`config.mk`:
```
export PLATFORM = sky130hd
export DESIGN_NAME = cpu_acc
export DESIGN_NICKNAME = d
export VERILOG_FILES = /design/src/rtl/cpu_acc_pkg.sv /design/src/rtl/cpu_acc_rst_sync.sv /design/src/rtl/cpu_acc_decode.sv /design/src/rtl/cpu_acc_alu.sv /design/src/rtl/cpu_acc.sv
export SDC_FILE = /design/constraint.sdc
export NUM_CORES = 1
export LEC_CHECK = 0
export BUFFER_PORTS_ARGS = -buffer_cell sky130_fd_sc_hd__buf_2
export CORE_UTILIZATION = 40
export CTS_CLUSTER_DIAMETER = 120
export CTS_CLUSTER_SIZE = 25
export DETAILED_ROUTE_END_ITERATION = 10
export GPL_TIMING_DRIVEN = 1
export SETUP_SLACK_MARGIN = 0.1
export SYNTH_ARGS = -nofsm -noshare
export SYNTH_HDL_FRONTEND = slang
export SYNTH_SLANG_ARGS = --single-unit
```
`constraint.sdc`:
```
create_clock -name clk -period 2.5 [get_ports clk]
set_clock_uncertainty 0.2 [all_clocks]
set_input_delay 0.125 -clock clk [delete_from_list [all_inputs] [get_ports clk]]
set_output_delay 0.125 -clock clk [all_outputs]
set_load 0.03 [all_outputs]
```
`src/rtl/cpu_acc_pkg.sv`:
```
package cpu_acc_pkg;

  typedef enum logic [3:0] {
    S_OP_REQ, S_OP_CAP, S_HI_REQ, S_HI_CAP, S_LO_REQ, S_LO_CAP,
    S_EXEC, S_DHI_REQ, S_DHI_CAP, S_DLO_REQ, S_DLO_CAP,
    S_WR_HI, S_WR_LO, S_IN_WAIT, S_HALT
  } state_e;

  typedef enum logic [3:0] {
    C_STOP, C_BR, C_BRN, C_BRZ, C_IN, C_OUT,
    C_ADD, C_SUB, C_LD, C_ST, C_BAD
  } opcls_e;

  typedef struct packed {
    opcls_e cls;
    logic   direct;
    logic   legal;
  } dec_t;

endpackage

```
`src/rtl/cpu_acc_rst_sync.sv`:
```
module cpu_acc_rst_sync (
  input  logic clk,
  input  logic rst_n,
  output logic rst_sync_n
);
  logic [1:0] sync_q;

  always_ff @(posedge clk or negedge rst_n) begin
    if (!rst_n) sync_q <= 2'b00;
    else        sync_q <= {sync_q[0], 1'b1};
  end

  assign rst_sync_n = sync_q[1];
endmodule

```
`src/rtl/cpu_acc_decode.sv`:
```
module cpu_acc_decode
  import cpu_acc_pkg::*;
(
  input  logic [7:0] op,
  output dec_t       dec
);
  logic [3:0] grp;
  logic       rsel;
  logic [2:0] mode;

  assign grp  = op[7:4];
  assign rsel = op[3];
  assign mode = op[2:0];

  always_comb begin
    dec.cls    = C_BAD;
    dec.direct = (mode == 3'b001);
    dec.legal  = 1'b0;
    case (grp)
      4'h0: begin
        if (op == 8'h00)      begin dec.cls = C_STOP; dec.legal = 1'b1; end
        else if (op == 8'h04) begin dec.cls = C_BR;   dec.legal = 1'b1; end
        else if (op == 8'h08) begin dec.cls = C_BRN;  dec.legal = 1'b1; end
        else if (op == 8'h0A) begin dec.cls = C_BRZ;  dec.legal = 1'b1; end
      end
      4'h4: if (rsel && mode == 3'b001) begin dec.cls = C_IN; dec.legal = 1'b1; end
      4'h5: if (!rsel && mode[2:1] == 2'b00) begin dec.cls = C_OUT; dec.legal = 1'b1; end
      4'h7: if (!rsel && mode[2:1] == 2'b00) begin dec.cls = C_ADD; dec.legal = 1'b1; end
      4'h8: if (!rsel && mode[2:1] == 2'b00) begin dec.cls = C_SUB; dec.legal = 1'b1; end
      4'hC: if (!rsel && mode[2:1] == 2'b00) begin dec.cls = C_LD;  dec.legal = 1'b1; end
      4'hE: if (!rsel && mode == 3'b001)     begin dec.cls = C_ST;  dec.legal = 1'b1; end
      default: ;
    endcase
    if (!dec.legal) dec.cls = C_BAD;
  end
endmodule

```
`src/rtl/cpu_acc_alu.sv`:
```
module cpu_acc_alu
  import cpu_acc_pkg::*;
#(
  parameter int WORD_W = 16
) (
  input  opcls_e            cls,
  input  logic [WORD_W-1:0] acc,
  input  logic [WORD_W-1:0] opnd,
  output logic [WORD_W-1:0] acc_nxt,
  output logic              take
);
  always_comb begin
    case (cls)
      C_ADD:   acc_nxt = acc + opnd;
      C_SUB:   acc_nxt = acc - opnd;
      C_LD:    acc_nxt = opnd;
      default: acc_nxt = acc;
    endcase
    case (cls)
      C_BR:    take = 1'b1;
      C_BRN:   take = acc[WORD_W-1];
      C_BRZ:   take = (acc == '0);
      default: take = 1'b0;
    endcase
  end
endmodule

```
`src/rtl/cpu_acc.sv`:
```
module cpu_acc
  import cpu_acc_pkg::*;
#(
  parameter int ADDR_W = 16
) (
  input  logic              clk,
  input  logic              rst_n,
  output logic [ADDR_W-1:0] mem_addr,
  output logic              mem_re,
  output logic              mem_we,
  output logic [7:0]        mem_wdata,
  input  logic [7:0]        mem_rdata,
  output logic              out_valid,
  output logic [7:0]        out_data,
  input  logic              in_valid,
  input  logic [7:0]        in_data,
  output logic              in_ready,
  output logic              halted,
  output logic              illegal
);
  localparam int WORD_W = 16;
  localparam int IR_W   = 3 * 8;

  logic rst_sync_n;

  state_e              state_q, state_d;
  logic [WORD_W-1:0]   pc_q, pc_d, acc_q, acc_d;
  logic [IR_W-1:0]     ir_q, ir_d;
  logic [7:0]          dat_q, dat_d;
  logic                pc_en, acc_en, ir_en, dat_en;
  logic                halt_q, bad_q, bad_set;

  dec_t                dec_cap, dec_ir;
  logic [WORD_W-1:0]   spec, alu_opnd, alu_res;
  logic                alu_take;
  logic [WORD_W-1:0]   addr_w;

  cpu_acc_rst_sync u_rst (.clk(clk), .rst_n(rst_n), .rst_sync_n(rst_sync_n));

  cpu_acc_decode u_dec_cap (.op(mem_rdata),      .dec(dec_cap));
  cpu_acc_decode u_dec_ir  (.op(ir_q[IR_W-1 -: 8]), .dec(dec_ir));

  assign spec     = ir_q[WORD_W-1:0];
  assign alu_opnd = (state_q == S_DLO_CAP) ? {dat_q, mem_rdata} : spec;

  cpu_acc_alu #(.WORD_W(WORD_W)) u_alu (
    .cls(dec_ir.cls), .acc(acc_q), .opnd(alu_opnd),
    .acc_nxt(alu_res), .take(alu_take)
  );

  // next-state and datapath control
  always_comb begin
    state_d   = state_q;
    pc_d      = pc_q;   pc_en  = 1'b0;
    acc_d     = acc_q;  acc_en = 1'b0;
    ir_d      = ir_q;   ir_en  = 1'b0;
    dat_d     = dat_q;  dat_en = 1'b0;
    bad_set   = 1'b0;
    addr_w    = pc_q;
    mem_re    = 1'b0;
    mem_we    = 1'b0;
    mem_wdata = 8'h00;
    out_valid = 1'b0;
    out_data  = 8'h00;
    in_ready  = 1'b0;
    case (state_q)
      S_OP_REQ: begin
        mem_re = 1'b1; addr_w = pc_q; state_d = S_OP_CAP;
      end
      S_OP_CAP: begin
        ir_en = 1'b1; ir_d = {mem_rdata, ir_q[15:0]};
        pc_en = 1'b1; pc_d = pc_q + 16'd1;
        if (!dec_cap.legal) begin
          bad_set = 1'b1; state_d = S_HALT;
        end else if (dec_cap.cls == C_STOP) begin
          state_d = S_HALT;
        end else begin
          state_d = S_HI_REQ;
        end
      end
      S_HI_REQ: begin
        mem_re = 1'b1; addr_w = pc_q; state_d = S_HI_CAP;
      end
      S_HI_CAP: begin
        ir_en = 1'b1; ir_d = {ir_q[23:16], mem_rdata, ir_q[7:0]};
        state_d = S_LO_REQ;
      end
      S_LO_REQ: begin
        mem_re = 1'b1; addr_w = pc_q + 16'd1; state_d = S_LO_CAP;
      end
      S_LO_CAP: begin
        ir_en = 1'b1; ir_d = {ir_q[23:8], mem_rdata};
        pc_en = 1'b1; pc_d = pc_q + 16'd2;
        state_d = S_EXEC;
      end
      S_EXEC: begin
        state_d = S_OP_REQ;
        case (dec_ir.cls)
          C_BR, C_BRN, C_BRZ: begin
            pc_en = alu_take; pc_d = spec;
          end
          C_OUT: begin
            if (dec_ir.direct) state_d = S_DHI_REQ;
            else begin out_valid = 1'b1; out_data = spec[7:0]; end
          end
          C_ADD, C_SUB, C_LD: begin
            if (dec_ir.direct) state_d = S_DHI_REQ;
            else begin acc_en = 1'b1; acc_d = alu_res; end
          end
          C_ST:    state_d = S_WR_HI;
          C_IN:    state_d = S_IN_WAIT;
          default: begin bad_set = 1'b1; state_d = S_HALT; end
        endcase
      end
      S_DHI_REQ: begin
        mem_re = 1'b1; addr_w = spec; state_d = S_DHI_CAP;
      end
      S_DHI_CAP: begin
        if (dec_ir.cls == C_OUT) begin
          out_valid = 1'b1; out_data = mem_rdata; state_d = S_OP_REQ;
        end else begin
          dat_en = 1'b1; dat_d = mem_rdata; state_d = S_DLO_REQ;
        end
      end
      S_DLO_REQ: begin
        mem_re = 1'b1; addr_w = spec + 16'd1; state_d = S_DLO_CAP;
      end
      S_DLO_CAP: begin
        acc_en = 1'b1; acc_d = alu_res; state_d = S_OP_REQ;
      end
      S_WR_HI: begin
        mem_we = 1'b1; addr_w = spec; mem_wdata = acc_q[15:8];
        state_d = S_WR_LO;
      end
      S_WR_LO: begin
        mem_we = 1'b1; addr_w = spec + 16'd1; mem_wdata = acc_q[7:0];
        state_d = S_OP_REQ;
      end
      S_IN_WAIT: begin
        in_ready = 1'b1; addr_w = spec;
        if (in_valid) begin
          mem_we = 1'b1; mem_wdata = in_data; state_d = S_OP_REQ;
        end
      end
      default: begin
        state_d = S_HALT;
      end
    endcase
  end

  assign mem_addr = addr_w[ADDR_W-1:0];
  assign halted   = halt_q;
  assign illegal  = bad_q;

  // registers
  always_ff @(posedge clk or negedge rst_sync_n) begin
    if (!rst_sync_n) begin
      state_q <= S_OP_REQ;
      pc_q    <= '0;
      acc_q   <= '0;
      ir_q    <= '0;
      dat_q   <= '0;
      halt_q  <= 1'b0;
      bad_q   <= 1'b0;
    end else begin
      state_q <= state_d;
      if (pc_en)  pc_q  <= pc_d;
      if (acc_en) acc_q <= acc_d;
      if (ir_en)  ir_q  <= ir_d;
      if (dat_en) dat_q <= dat_d;
      if (state_d == S_HALT) halt_q <= 1'b1;
      if (bad_set)           bad_q  <= 1'b1;
    end
  end
endmodule

```
==> impl_results.md, run 1 <==
- Status: complete, but fails checks
- Failing checks: setup timing
- Die Area: 16900 sq um
- Synth unique cells: 73
- Worst path top cell family by delay: compound AO/OA/AOI/OAI gates
- HPWL Detailed: 17500 microns
- Max rail drop VDD: 0.886 mV
- Metal2 WL: 14100 microns
- Gr ovfl total: 0
- Clock buffer depth: 2
- Htree depth: 3
- CP startpoint: ir_q[17]$_DFFE_PN0P_
- Metal3 WL: 3080 microns
- Vias in the first global route: 7889
- Worst EP arrival: 4.05 ns
- Worst-path cell chain: or3_4 > nor2_4 > a22oi_2 > o21ai_1 > and3_4 > nor2_4 > a21oi_4 > inv_1 > ha_1 > nor2b_4 > o31a_1 > o31a_1 > o2111ai_4 > a21oi_2 > o211a_1 > a211o_1 > nand4b_1
- Setup CP Type: register to register
- Top Metal Used: met4
- Worst r2r src: ir_q[17]$_DFFE_PN0P_
- Die width: 130 microns
- Post-synthesis net count: 896
- Finished Cell Area: 11600 sq um
- Antenna Nets Post-Route: 0
- CP bufs+invs: 1
- WL final: 30600 microns
- Share of flip-flops with an asynchronous set or reset: 1.00
- Ys Warns: 0
- Max FO, Critical Path: 8
- Worst Setup EP: acc_q[15]$_DFFE_PN0P_
- Via density: 6.31
- Syn Area/Cell: 7.66 sq um
- IO buf count: 56
- DR vias: 8756
- Synth Flop Type: dfrtp_1
- DRT iter0 DRCs: 1079
- DRC Markers: 0
- Cell count after synthesis: 857
- Starting Density: 0.412
- Antenna diodes: 0
- EDFF count, synth: 0
- Post-synthesis instance area: 6570 sq um
- Filler Cell Count: 1056
- CTS tree: built
- Cell count after placement: 1277
- Yosys reg bits: 72
- Hold Vio Cnt, Final: 0
- Rows: 46
- Area after DPL: 8620 sq um
- Clk sinks: 72
- Slew Viols, Final: 0
- Pleak: 5.12 nW
- First-pass GRT wire length: 42100 microns
- Most frequent cells in the layout: 223 x buf_4, 98 x buf_6, 87 x nand2_1
- Clock slew at reported path FFs: 0.07 ns
- Pwr Density: 1760 nW/um^2
- Worst reg-to-reg setup slack: -1.46 ns
- GPL Wtd Cong: 0.924
- Nets: 1206
- Startpoint types: register
- Max Cap Viol: 0
- CTS Buf Count: 9
- Endpoints failing setup: 65
- Fin crit share: 1.58
- Crit path depth: 17
- Area occupied by multi-input gates: 5790 sq um
- Worst slew margin relative to its limit: 0.604
- Register area: 1810 sq um
- Sequential-to-total area share from yosys stat: 0.274
- Fmax: 252 MHz
- TritonRoute pass-1 iters: 8
- Largest net degree at the start of global routing: 42
- CP max stage delay: 0.44 ns
- Tightest Pin Transition: 0.593 ns
- GR Util All Layers: 0.325
- Final Core Density: 0.728
- Detailed-route wire length on metal 1: 11800 microns
- Commonest non-fill, non-tap cell in the layout: buf_4
- Worst-Skew Late Latency: 0.36 ns
- CP Data Required Time: 2.59 ns
- Worst setup margin: -1.46 ns
- Share of cells above drive strength 1: 0.541
- IO Pins: 57
- Worst min path class: input port to register
- Avg WL per Cell: 22.1 microns
- Layout area overhead: 76.8%
- Antenna violations before repair: 0
- CP max stage cell: or3_4
- Vert. Die Dim: 130 microns
- Fin Hold WS: 0.0238 ns
- Fin crit period: 3.96 ns
- Core Region: 15900 sq um
- Post-Place Setup Slack: -1.36 ns
- Worst r2r path cells: 17
- RSZ-0062 raised after global routing: yes
- R2r endpoint: acc_q[15]$_DFFE_PN0P_
- Crit path capture type: register
- Clock root buffer: clkbuf_16
- Fin cells: 1388
==> sequential cells by signal, summed over array words and instances, names as in the netlist <==
register and flops:
halted 1, dat_q 8, state_q 4, pc_q 16
u_rst.sync_q 2, illegal 1, ir_q 24, acc_q 16
==> cell families (layout without fill, tap and decap cells) <==
logic type / after synthesis / in the layout / share of synthesized area
and+or+nand+nor: 322 / 324 / 0.238
AOI/OAI and AO/OA: 260 / 261 / 0.254
buffers and inverters: 97 / 409 / 0.0631
DFF: 72 / 72 / 0.274
muxes: 54 / 54 / 0.0886
xor gates and xnor gates: 31 / 31 / 0.0413
adders and majority gates: 20 / 20 / 0.0393
other: 1 / 1 / 0.000571
==> per-layer routing <==
layer	GRT usage	up-vias
met5	0	-
met4	0.143	0
met3	0.0496	186
met2	0.516	641
met1	0.438	4135
li1	-	3794
==> worst register-to-register path, cell delays in order, from the launching register on <==
cell,delay (ns)
dfrtp_1,0.39
or3_4,0.44
nor2_4,0.10
a22oi_2,0.05
o21ai_1,0.22
and3_4,0.34
nor2_4,0.06
a21oi_4,0.13
inv_1,0.06
ha_1,0.27
nor2b_4,0.13
o31a_1,0.26
o31a_1,0.32
o2111ai_4,0.23
a21oi_2,0.11
o211a_1,0.23
a211o_1,0.26
nand4b_1,0.09
==> timing repair <==
| item | 4_1_cts | 5_1_grt |
|---|---|---|
| hold buffers | 5 | 0 |
| buffers inserted | 50 | 35 |
| gates resized for setup | 315 | 183 |
| endpoints found under the setup margin | 69 | 69 |
| cloned | 10 | 2 |
| pin swaps | 90 | 96 |
| endpoints found under the hold margin | 6 | 0 |
==> cell usage after synthesis, types with 7 or more instances <==
cell type	instances	area (sq um)
o22ai_1	8	50.1
nand2_1	102	383
nand3_1	27	135
dfrtp_1	72	1800
and3_1	10	62.6
o211ai_1	7	52.6
mux2_2	33	372
nor4_1	15	93.8
a31oi_1	11	68.8
nor2_1	74	278
buf_2	7	35.0
a22oi_1	9	67.6
a222oi_1	10	100
inv_1	25	93.8
a21oi_1	57	285
nand2b_1	11	68.8
o21ai_0	90	450
ha_1	19	238
mux2i_1	21	210
nand4_1	8	50.1
xnor2_1	14	123
nor2b_1	9	56.3
clkbuf_1	53	199
xor2_1	17	149
a22o_1	9	78.8
nor3_1	28	140
==> through the flow <==
step / power, mW / TNS, ns
after global placement: 12.7 / -18.64
after detailed placement: 12.8 / -20.39
final: 20.4 / -26.49
after global routing: 21.4 / -30.91
after CTS: 17.2 / -17.94
after floorplan: 8.71 / -13.94
==> where the power goes <==
group,internal (mW),switching [mW]
Clock,0.796,0.640
Sequential,1.68,0.568
Combinational,8.36,8.35
Total,10.8,9.56
==> how the worst min path moves through the flow <==
stage / from / endpoint / slack (ns) / cells after the start
global route: mem_rdata[6] / ir_q[6]$_DFFE_PN0P_ / 0.04 / 4
finish: mem_rdata[6] / ir_q[6]$_DFFE_PN0P_ / 0.02 / 4
CTS: mem_rdata[1] / ir_q[1]$_DFFE_PN0P_ / 0.006 / 4
global placement: rst_n / u_rst.sync_q[0]$_DFF_PN0_ / -0.29 / 1
detailed placement: rst_n / u_rst.sync_q[0]$_DFF_PN0_ / -0.29 / 1
floorplan: rst_n / u_rst.sync_q[0]$_DFF_PN0_ / -0.37 / 0
==> final cells by class <==
class	instances	area share
Clock inverter	7	0.00733
Multi-Input combinational cell	691	0.499
Clock buffer	9	0.0194
Timing Repair Buffer	367	0.287
Tap cell	216	0.0233
Inverter	26	0.00852
Sequential cell	72	0.156
No activity file was read; power rests on OpenSTA's default activity.
==> inputs of run 2 (changes only) <==
SYNTH_HIERARCHICAL = 1   (was unset)
TNS_END_PERCENT = 5   (was unset)
==> run 2 against run 1 <==
Against the previous run:
- the run still ends with setup timing left
- largest cell class unchanged
- die area increased by 8.9%
- clock power fell by 9%
- synthesized area is 9.1% higher
- fmax decreased by 6.1%
- count of clock-buffer cells in the layout rose by 1
- hold slack better by 0.00066 ns
- first-iteration DRC count shrank 21%
- synthesized cell count rose by 6.2%
- largest power group unchanged
- non-clock buffer count fell by 95
- sequential share of layout area up 2.6 points
- combinational power decreased by 31%
==> impl_results.md, run 2 <==
- Setup CP Type: register to register
- Met3 Use GR: 0.0440 (-0.00561)
- DRT iter0 DRCs: 849 (-21%)
- Setup TNS: -44.18 ns (-17.69 ns)
- CTS Buf Count: 9 (unchanged)
- GPL Wtd Cong: 0.963 (+4.2%)
- CP Data Required Time: 2.53 ns (-0.06 ns)
- Most flop-heavy register: ir_q
- GRT met1 Usage: 0.374 (-0.0645)
- Worst-path cell chain: nor3_4 > a31oi_1 > o31ai_2 > and3b_1 > nand2_1 > nor2_1 > a21o_1 > inv_1 > ha_1 > nor2b_2 > o2111ai_2 > a31o_2 > a211oi_2 > o2111a_1 > buf_4 > o22a_1 > a31oi_1 > o211ai_1 > mux2_2
- Most frequent cells in the layout: 208 x buf_4, 98 x nand2_1, 66 x dfrtp_1
- Starting Density: 0.411 (-0.000588)
- Fin Hold WS: 0.0244 ns (+0.000660 ns)
- Die width: 136 microns (+4.4%)
- Tightest Pin Transition: 0.583 ns (-0.00995 ns)
- Hold path startpoint: mem_rdata[3]
- R2r endpoint: acc_q[15]$_DFFE_PN0P_
- Post-synthesis net count: 949 (+5.9%)
- Antenna violations before repair: 0 (unchanged)
- Vias in the first global route: 7803 (-1.1%)
- Htree depth: 3 (unchanged)
- Fmax: 237 MHz (-6.1%)
- Hold Vio Cnt, Final: 0 (unchanged)
- Worst-Skew Late Latency: 0.35 ns (about the same)
- Hold Crit Depth: 4 (unchanged)
- Hold path endpoint: ir_q[3]$_DFFE_PN0P_
- RSZ-0062 raised after global routing: yes
- Worst reg-to-reg setup slack: -1.72 ns (-0.26 ns)
- Antenna diodes: 0 (unchanged)
- Clk sinks: 72 (unchanged)
- Gr ovfl total: 0 (unchanged)
- Max FO, Critical Path: 5 (-3)
- Max Cap Viol: 0 (unchanged)
- Layout area overhead: 39.4%
- Post-synthesis instance area: 7160 sq um (+9.1%)
- Rows: 48 (+4.3%)
- Global routing's busiest layer: met2
- Worst path top cell family by delay: compound AO/OA/AOI/OAI gates
- Nets: 1166 (-3.3%)
- Met2 GRT Util: 0.504 (-0.0114)
- Finished Cell Area: 9980 sq um (-14%)
- GR Util All Layers: 0.296 (-0.0290)
- CP bufs+invs: 2 (+1)
- Syn Area/Cell: 7.87 sq um (+2.7%)
- Worst r2r path cells: 19 (+2)
- CTS tree: built
- Cell count after synthesis: 910 (+6.2%)
- Failing checks: setup timing
- Worst slew margin relative to its limit: 0.605 (+0.00147)
- Clock slew at reported path FFs: 0.06 ns (about the same)
- DRC Markers: 0 (unchanged)
- Pleak: 4.49 nW (-12%)
- Fin crit period: 4.22 ns (+0.258 ns)
- Ys Warns: 6 (+6)
- TritonRoute pass-1 iters: 8 (unchanged)
- Fin crit share: 1.69 (+0.103)
- Share of cells above drive strength 1: 0.390 (-0.150)
- Max rail drop VDD: 0.832 mV (-6.2%)
- DR vias: 8135 (-7.1%)
- Status: complete, but fails checks
- Antenna Nets Post-Route: 0 (unchanged)
- Crit path capture type: register
- Area after DPL: 8990 sq um (+4.3%)
- Worst r2r src: ir_q[19]$_DFFE_PN0P_
- CP max stage delay: 0.45 ns (about the same)
- Worst min path class: input port to register
- WL final: 26700 microns (-13%)
- Largest regs: ir_q: 24 flops, acc_q: 16 flops, pc_q: 16 flops
- Via density: 5.99 (-5.0%)
- Die Area: 18400 sq um (+8.9%)
- Core Region: 17400 sq um (+9.2%)
- CP max stage cell: dfrtp_1
- First-pass GRT wire length: 42500 microns (+0.90%)
- Avg WL per Cell: 19.7 microns (-11%)
- Commonest non-fill, non-tap cell in the layout: buf_4
- IO buf count: 56 (unchanged)
- Vert. Die Dim: 136 microns (+4.4%)
- IO Pins: 57 (unchanged)
- Startpoint types: register
- Largest net degree at the start of global routing: 38 (-9.5%)
- Pwr Density: 1520 nW/um^2 (-14%)
- Clock buffer depth: 2 (unchanged)
- Worst setup margin: -1.72 ns (-0.258 ns)
- Filler Cell Count: 1589 (+50%)
- Max reg flops: 24 (unchanged)
- Endpoints failing setup: 66 (+1.5%)
- Slew Viols, Final: 0 (unchanged)
- Most used cell, CP: a31oi_1
- HPWL Detailed: 20000 microns (+14%)
- Worst EP arrival: 4.25 ns (+0.20 ns)
- Clock root buffer: clkbuf_16
==> run 2: cell types whose count changed in the layout (fill, tap and decap cells not counted), sizes merged, moves of 8 or more <==
cell	change
buf	-90
inv	+11
o21ai	-22
mux2i	-13
a31oi	+8
o211ai	+8
nor3	+8
mux2	+18
a22oi	+12
==> run 2: layout make-up <==
cell class / count / area [sq um] / share of cell area
multi-input cells: 732 / 5330 / 0.534
clock inverters: 6 / 61.3 / 0.00614
well taps: 225 / 282 / 0.0282
clock buffers: 10 / 229 / 0.0229
flip-flops and latches: 72 / 1810 / 0.181
inverters: 40 / 150 / 0.0150
repair buffers: 272 / 2120 / 0.212
==> run 2: timing repair <==
action                                  in CTS  in global routing
hold buffers                                 2                  0
hold endpoints to repair                     2                  0
pin swaps                                   30                 24
endpoints found under the setup margin      80                 80
setup buffers                               10                  7
gates resized for setup                     95                 52
==> run 2: metrics by stage <==
| step | power [mW] | setup WS, ns | util | std cells |
|---|---|---|---|---|
| global placement | 12.4 | -1.78 | 0.516 | 1322 |
| global route | 16.2 | -1.89 | 0.573 | 1357 |
| finish | 15.1 | -1.72 | 0.573 | 1357 |
| detailed placement | 12.4 | -1.75 | 0.516 | 1322 |
| CTS | 14.5 | -1.65 | 0.558 | 1350 |
| floorplan | 8.48 | -1.78 | - | 910 |
==> run 2: where the power goes <==
group	total [mW]	switching, mW	internal, mW	leakage [nW]
combinational	11.6	6.22	5.42	3.49
clock	1.31	0.538	0.770	0.142
sequential	2.20	0.531	1.67	0.853
==> run 2: how the worst max path moves through the flow <==
stage | from | end | slack, ns | cells past startpoint
2_1_floorplan | ir_q[18]$_DFFE_PN0P_ | acc_q[15]$_DFFE_PN0P_ | -1.78 | 20
3_3_place_gp | ir_q[17]$_DFFE_PN0P_ | acc_q[14]$_DFFE_PN0P_ | -1.78 | 16
3_5_place_dp | ir_q[23]$_DFFE_PN0P_ | acc_q[14]$_DFFE_PN0P_ | -1.75 | 17
4_1_cts | ir_q[18]$_DFFE_PN0P_ | acc_q[15]$_DFFE_PN0P_ | -1.65 | 19
5_1_grt | ir_q[19]$_DFFE_PN0P_ | acc_q[15]$_DFFE_PN0P_ | -1.89 | 19
6_report | ir_q[19]$_DFFE_PN0P_ | acc_q[15]$_DFFE_PN0P_ | -1.72 | 19
==> run 2: metal layers <==
layer | vias to the layer above | part of all wire
li1 | 3832 | -
met1 | 3870 | 0.41
met2 | 365 | 0.49
met3 | 68 | 0.061
met4 | 0 | 0.036
met5 | - | 0
==> run 2: worst reg2reg max path: stages, from the launching register on <==
cell       delay, ns
dfrtp_1         0.45
nor3_4          0.29
a31oi_1         0.15
o31ai_2         0.32
and3b_1         0.24
nand2_1         0.12
nor2_1          0.11
a21o_1          0.15
inv_1           0.06
ha_1            0.26
nor2b_2         0.16
o2111ai_2       0.19
a31o_2          0.22
a211oi_2        0.09
o2111a_1        0.30
buf_4           0.14
o22a_1          0.20
a31oi_1         0.14
o211ai_1        0.09
mux2_2          0.26
==> inputs of run 3 (changes only) <==
HOLD_SLACK_MARGIN = 0.1   (was unset)
RECOVER_POWER = 25   (was unset)
==> run 3 against run 2 <==
Against the previous run:
- the run still ends with setup timing left
- fmax down 0.18%
- sequential share of layout area is 0.14 points lower
- setup slack worse by 0.0075 ns
- clock power about the same
- die area is the same
- largest power group unchanged
==> impl_results.md, run 3 (synthesized netlist as in run 2, its figures left out) <==
- Setup TNS: -44.23 ns (-0.0510 ns)
- CP max stage delay: 0.45 ns (about the same)
- Vert. Die Dim: 136 microns (unchanged)
- Starting Density: 0.411 (unchanged)
- Worst slew margin relative to its limit: 0.579 (-0.0266)
- Worst-Skew Late Latency: 0.35 ns (about the same)
- Slew Viols, Final: 0 (unchanged)
- Share of cells above drive strength 1: 0.385 (-0.00571)
- IO buf count: 56 (unchanged)
- DRT iter0 DRCs: 820 (-3.4%)
- Area occupied by multi-input gates: 5320 sq um (-0.21%)
- DR vias: 8146 (+0.14%)
- Antenna violations before repair: 0 (unchanged)
- Core Region: 17400 sq um (unchanged)
- Worst setup margin: -1.73 ns (-0.00748 ns)
- CP Data Required Time: 2.53 ns (about the same)
- Pwr Density: 1500 nW/um^2 (-0.91%)
- Failing checks: setup timing
- Final Core Density: 0.578 (+0.00453)
- TritonRoute pass-1 iters: 6 (-2)
- Status: complete, but fails checks
- Htree depth: 3 (unchanged)
- Layout area overhead: 40.5%
- Max Cap Viol: 0 (unchanged)
- Antenna Nets Post-Route: 0 (unchanged)
- Register area: 1810 sq um (unchanged)
- Worst path top cell family by delay: compound AO/OA/AOI/OAI gates
- Hold Vio Cnt, Final: 0 (unchanged)
- Avg WL per Cell: 19.6 microns (-0.44%)
- Fin crit period: 4.23 ns (+0.00748 ns)
- Clock slew at reported path FFs: 0.06 ns (about the same)
- Fmax: 237 MHz (-0.18%)
- WL final: 26800 microns (+0.22%)
- Filler Cell Count: 1585 (-0.25%)
- Endpoints failing setup: 66 (unchanged)
- Worst min path class: input port to register
- Cell count after placement: 1322 (unchanged)
- Worst-path cell chain: nor3_4 > a31oi_1 > o31ai_2 > and3b_1 > nand2_1 > nor2_1 > a21o_1 > inv_1 > ha_1 > nor2b_2 > o2111ai_2 > a31o_2 > a211oi_2 > o2111a_1 > buf_4 > o22a_1 > a31oi_1 > o211ai_1 > mux2_2
- Rows: 48 (unchanged)
- RSZ-0062 raised after global routing: yes
- Clk sinks: 72 (unchanged)
- HPWL Detailed: 20000 microns (unchanged)
- Via density: 5.96 (-0.52%)
- Clock buffer depth: 2 (unchanged)
- Gr ovfl total: 0 (unchanged)
- CTS Buf Count: 9 (unchanged)
- CTS tree: built
- CP bufs+invs: 2 (unchanged)
- Tightest Pin Transition: 0.623 ns (+0.0393 ns)
- GPL Wtd Cong: 0.963 (unchanged)
- Fin cells: 1366 (+0.66%)
- Vias in the first global route: 7829 (+0.33%)
- DRC Markers: 0 (unchanged)
- Commonest non-fill, non-tap cell in the layout: buf_4
- Largest regs: ir_q: 24 flops, acc_q: 16 flops, pc_q: 16 flops
- Worst EP arrival: 4.26 ns (about the same)
- Clock root buffer: clkbuf_16
- Max rail drop VDD: 0.823 mV (-1.0%)
- Max reg flops: 24 (unchanged)
- Die width: 136 microns (unchanged)
- Area after DPL: 8990 sq um (unchanged)
- First-pass GRT wire length: 42700 microns (+0.49%)
- Die Area: 18400 sq um (unchanged)
- Largest net degree at the start of global routing: 38 (unchanged)
- GR Util All Layers: 0.299 (+0.00204)
- Max FO, Critical Path: 5 (unchanged)
- Setup CP Type: register to register
- Finished Cell Area: 10100 sq um (+0.79%)
- Most frequent cells in the layout: 208 x buf_4, 99 x nand2_1, 66 x dfrtp_1
- Nets: 1175 (+0.77%)
- CP max stage cell: dfrtp_1
- Most flop-heavy register: ir_q
- Crit path capture type: register
- Antenna diodes: 0 (unchanged)
- Fin crit share: 1.69 (+0.00299)
- Pleak: 4.52 nW (+0.82%)
- IO Pins: 57 (unchanged)
- Startpoint types: register
- Most used cell, CP: a31oi_1
-- run 3: cell types whose count changed in the layout (fill, tap and decap cells not counted) --
cell / previous run / this run
nand2_2: 4 / 3
nand2_1: 98 / 99
a21oi_2: 8 / 7
nor3_1: 18 / 19
a21oi_1: 43 / 44
dlygate4sd3_1: 2 / 11
nor3_2: 15 / 14
-- run 3: per-stage QoR --
stage                     setup slack, ns  hold WS [ns]  power (mW)
after floorplan                     -1.78        -0.371        8.48
after global placement              -1.78        -0.288        12.4
after detailed placement            -1.75        -0.288        12.4
after CTS                           -1.65         0.102        14.5
after global routing                -1.89         0.123        16.2
final                               -1.73         0.113        15.1
-- run 3: timing repair --
item / CTS / global route
hold endpoints to repair: 21 / 0
gates resized for setup: 95 / 49
hold buffers: 11 / 0
cloned: 0 / 0
pin swaps: 30 / 24
setup endpoints to repair: 80 / 80
setup buffers: 10 / 7
-- run 3: path summary, 6_finish.rpt --
| path | startpoint | to | slack, ns | cells after the start |
|---|---|---|---|---|
| hold / removal | mem_rdata[5] | ir_q[21]$_DFFE_PN0P_ | 0.11 | 3 |
| max in group asynchronous | u_rst/sync_q[1]$_DFF_PN0_ | state_q[1]$_DFF_PN0_ | 1.33 | 1 |
| hold reg to reg | u_rst/sync_q[1]$_DFF_PN0_ | ir_q[16]$_DFFE_PN0P_ | 0.13 | 0 |
| setup reg to reg | ir_q[19]$_DFFE_PN0P_ | acc_q[15]$_DFFE_PN0P_ | -1.73 | 19 |
| setup / recovery | ir_q[19]$_DFFE_PN0P_ | acc_q[15]$_DFFE_PN0P_ | -1.73 | 19 |
| min in group asynchronous | u_rst/sync_q[1]$_DFF_PN0_ | ir_q[16]$_DFFE_PN0P_ | 0.13 | 0 |
-- run 3: cell type report --
class                           instances  area share
Clock buffer                           10      0.0228
Inverter                               40      0.0149
Timing Repair Buffer                  281       0.220
Sequential cell                        72       0.180
Multi-Input combinational cell        732       0.529
Tap cell                              225      0.0280
Clock inverter                          6     0.00609
-- run 3: power by group --
part	leakage, nW	internal, mW	switching (mW)
Clock	0.142	0.770	0.537
Combinational	3.53	5.42	6.19
Sequential	0.853	1.67	0.528
Total	4.52	7.86	7.26
-- run 3: layer usage --
metal | vias up | track usage | part of all wire | wire length [microns]
met3 | 58 | 0.0459 | 0.060 | 1600
met5 | - | 0 | 0 | 0
li1 | 3854 | - | - | -
met1 | 3926 | 0.376 | 0.42 | 11200
met2 | 308 | 0.503 | 0.49 | 13000
met4 | 0 | 0.130 | 0.036 | 952
-- run 3: tightest hold or removal path: cells and delay by family --
kind	cells	cell delay, ns
buffers and inverters	2	0.32
multiplexers	1	0.17
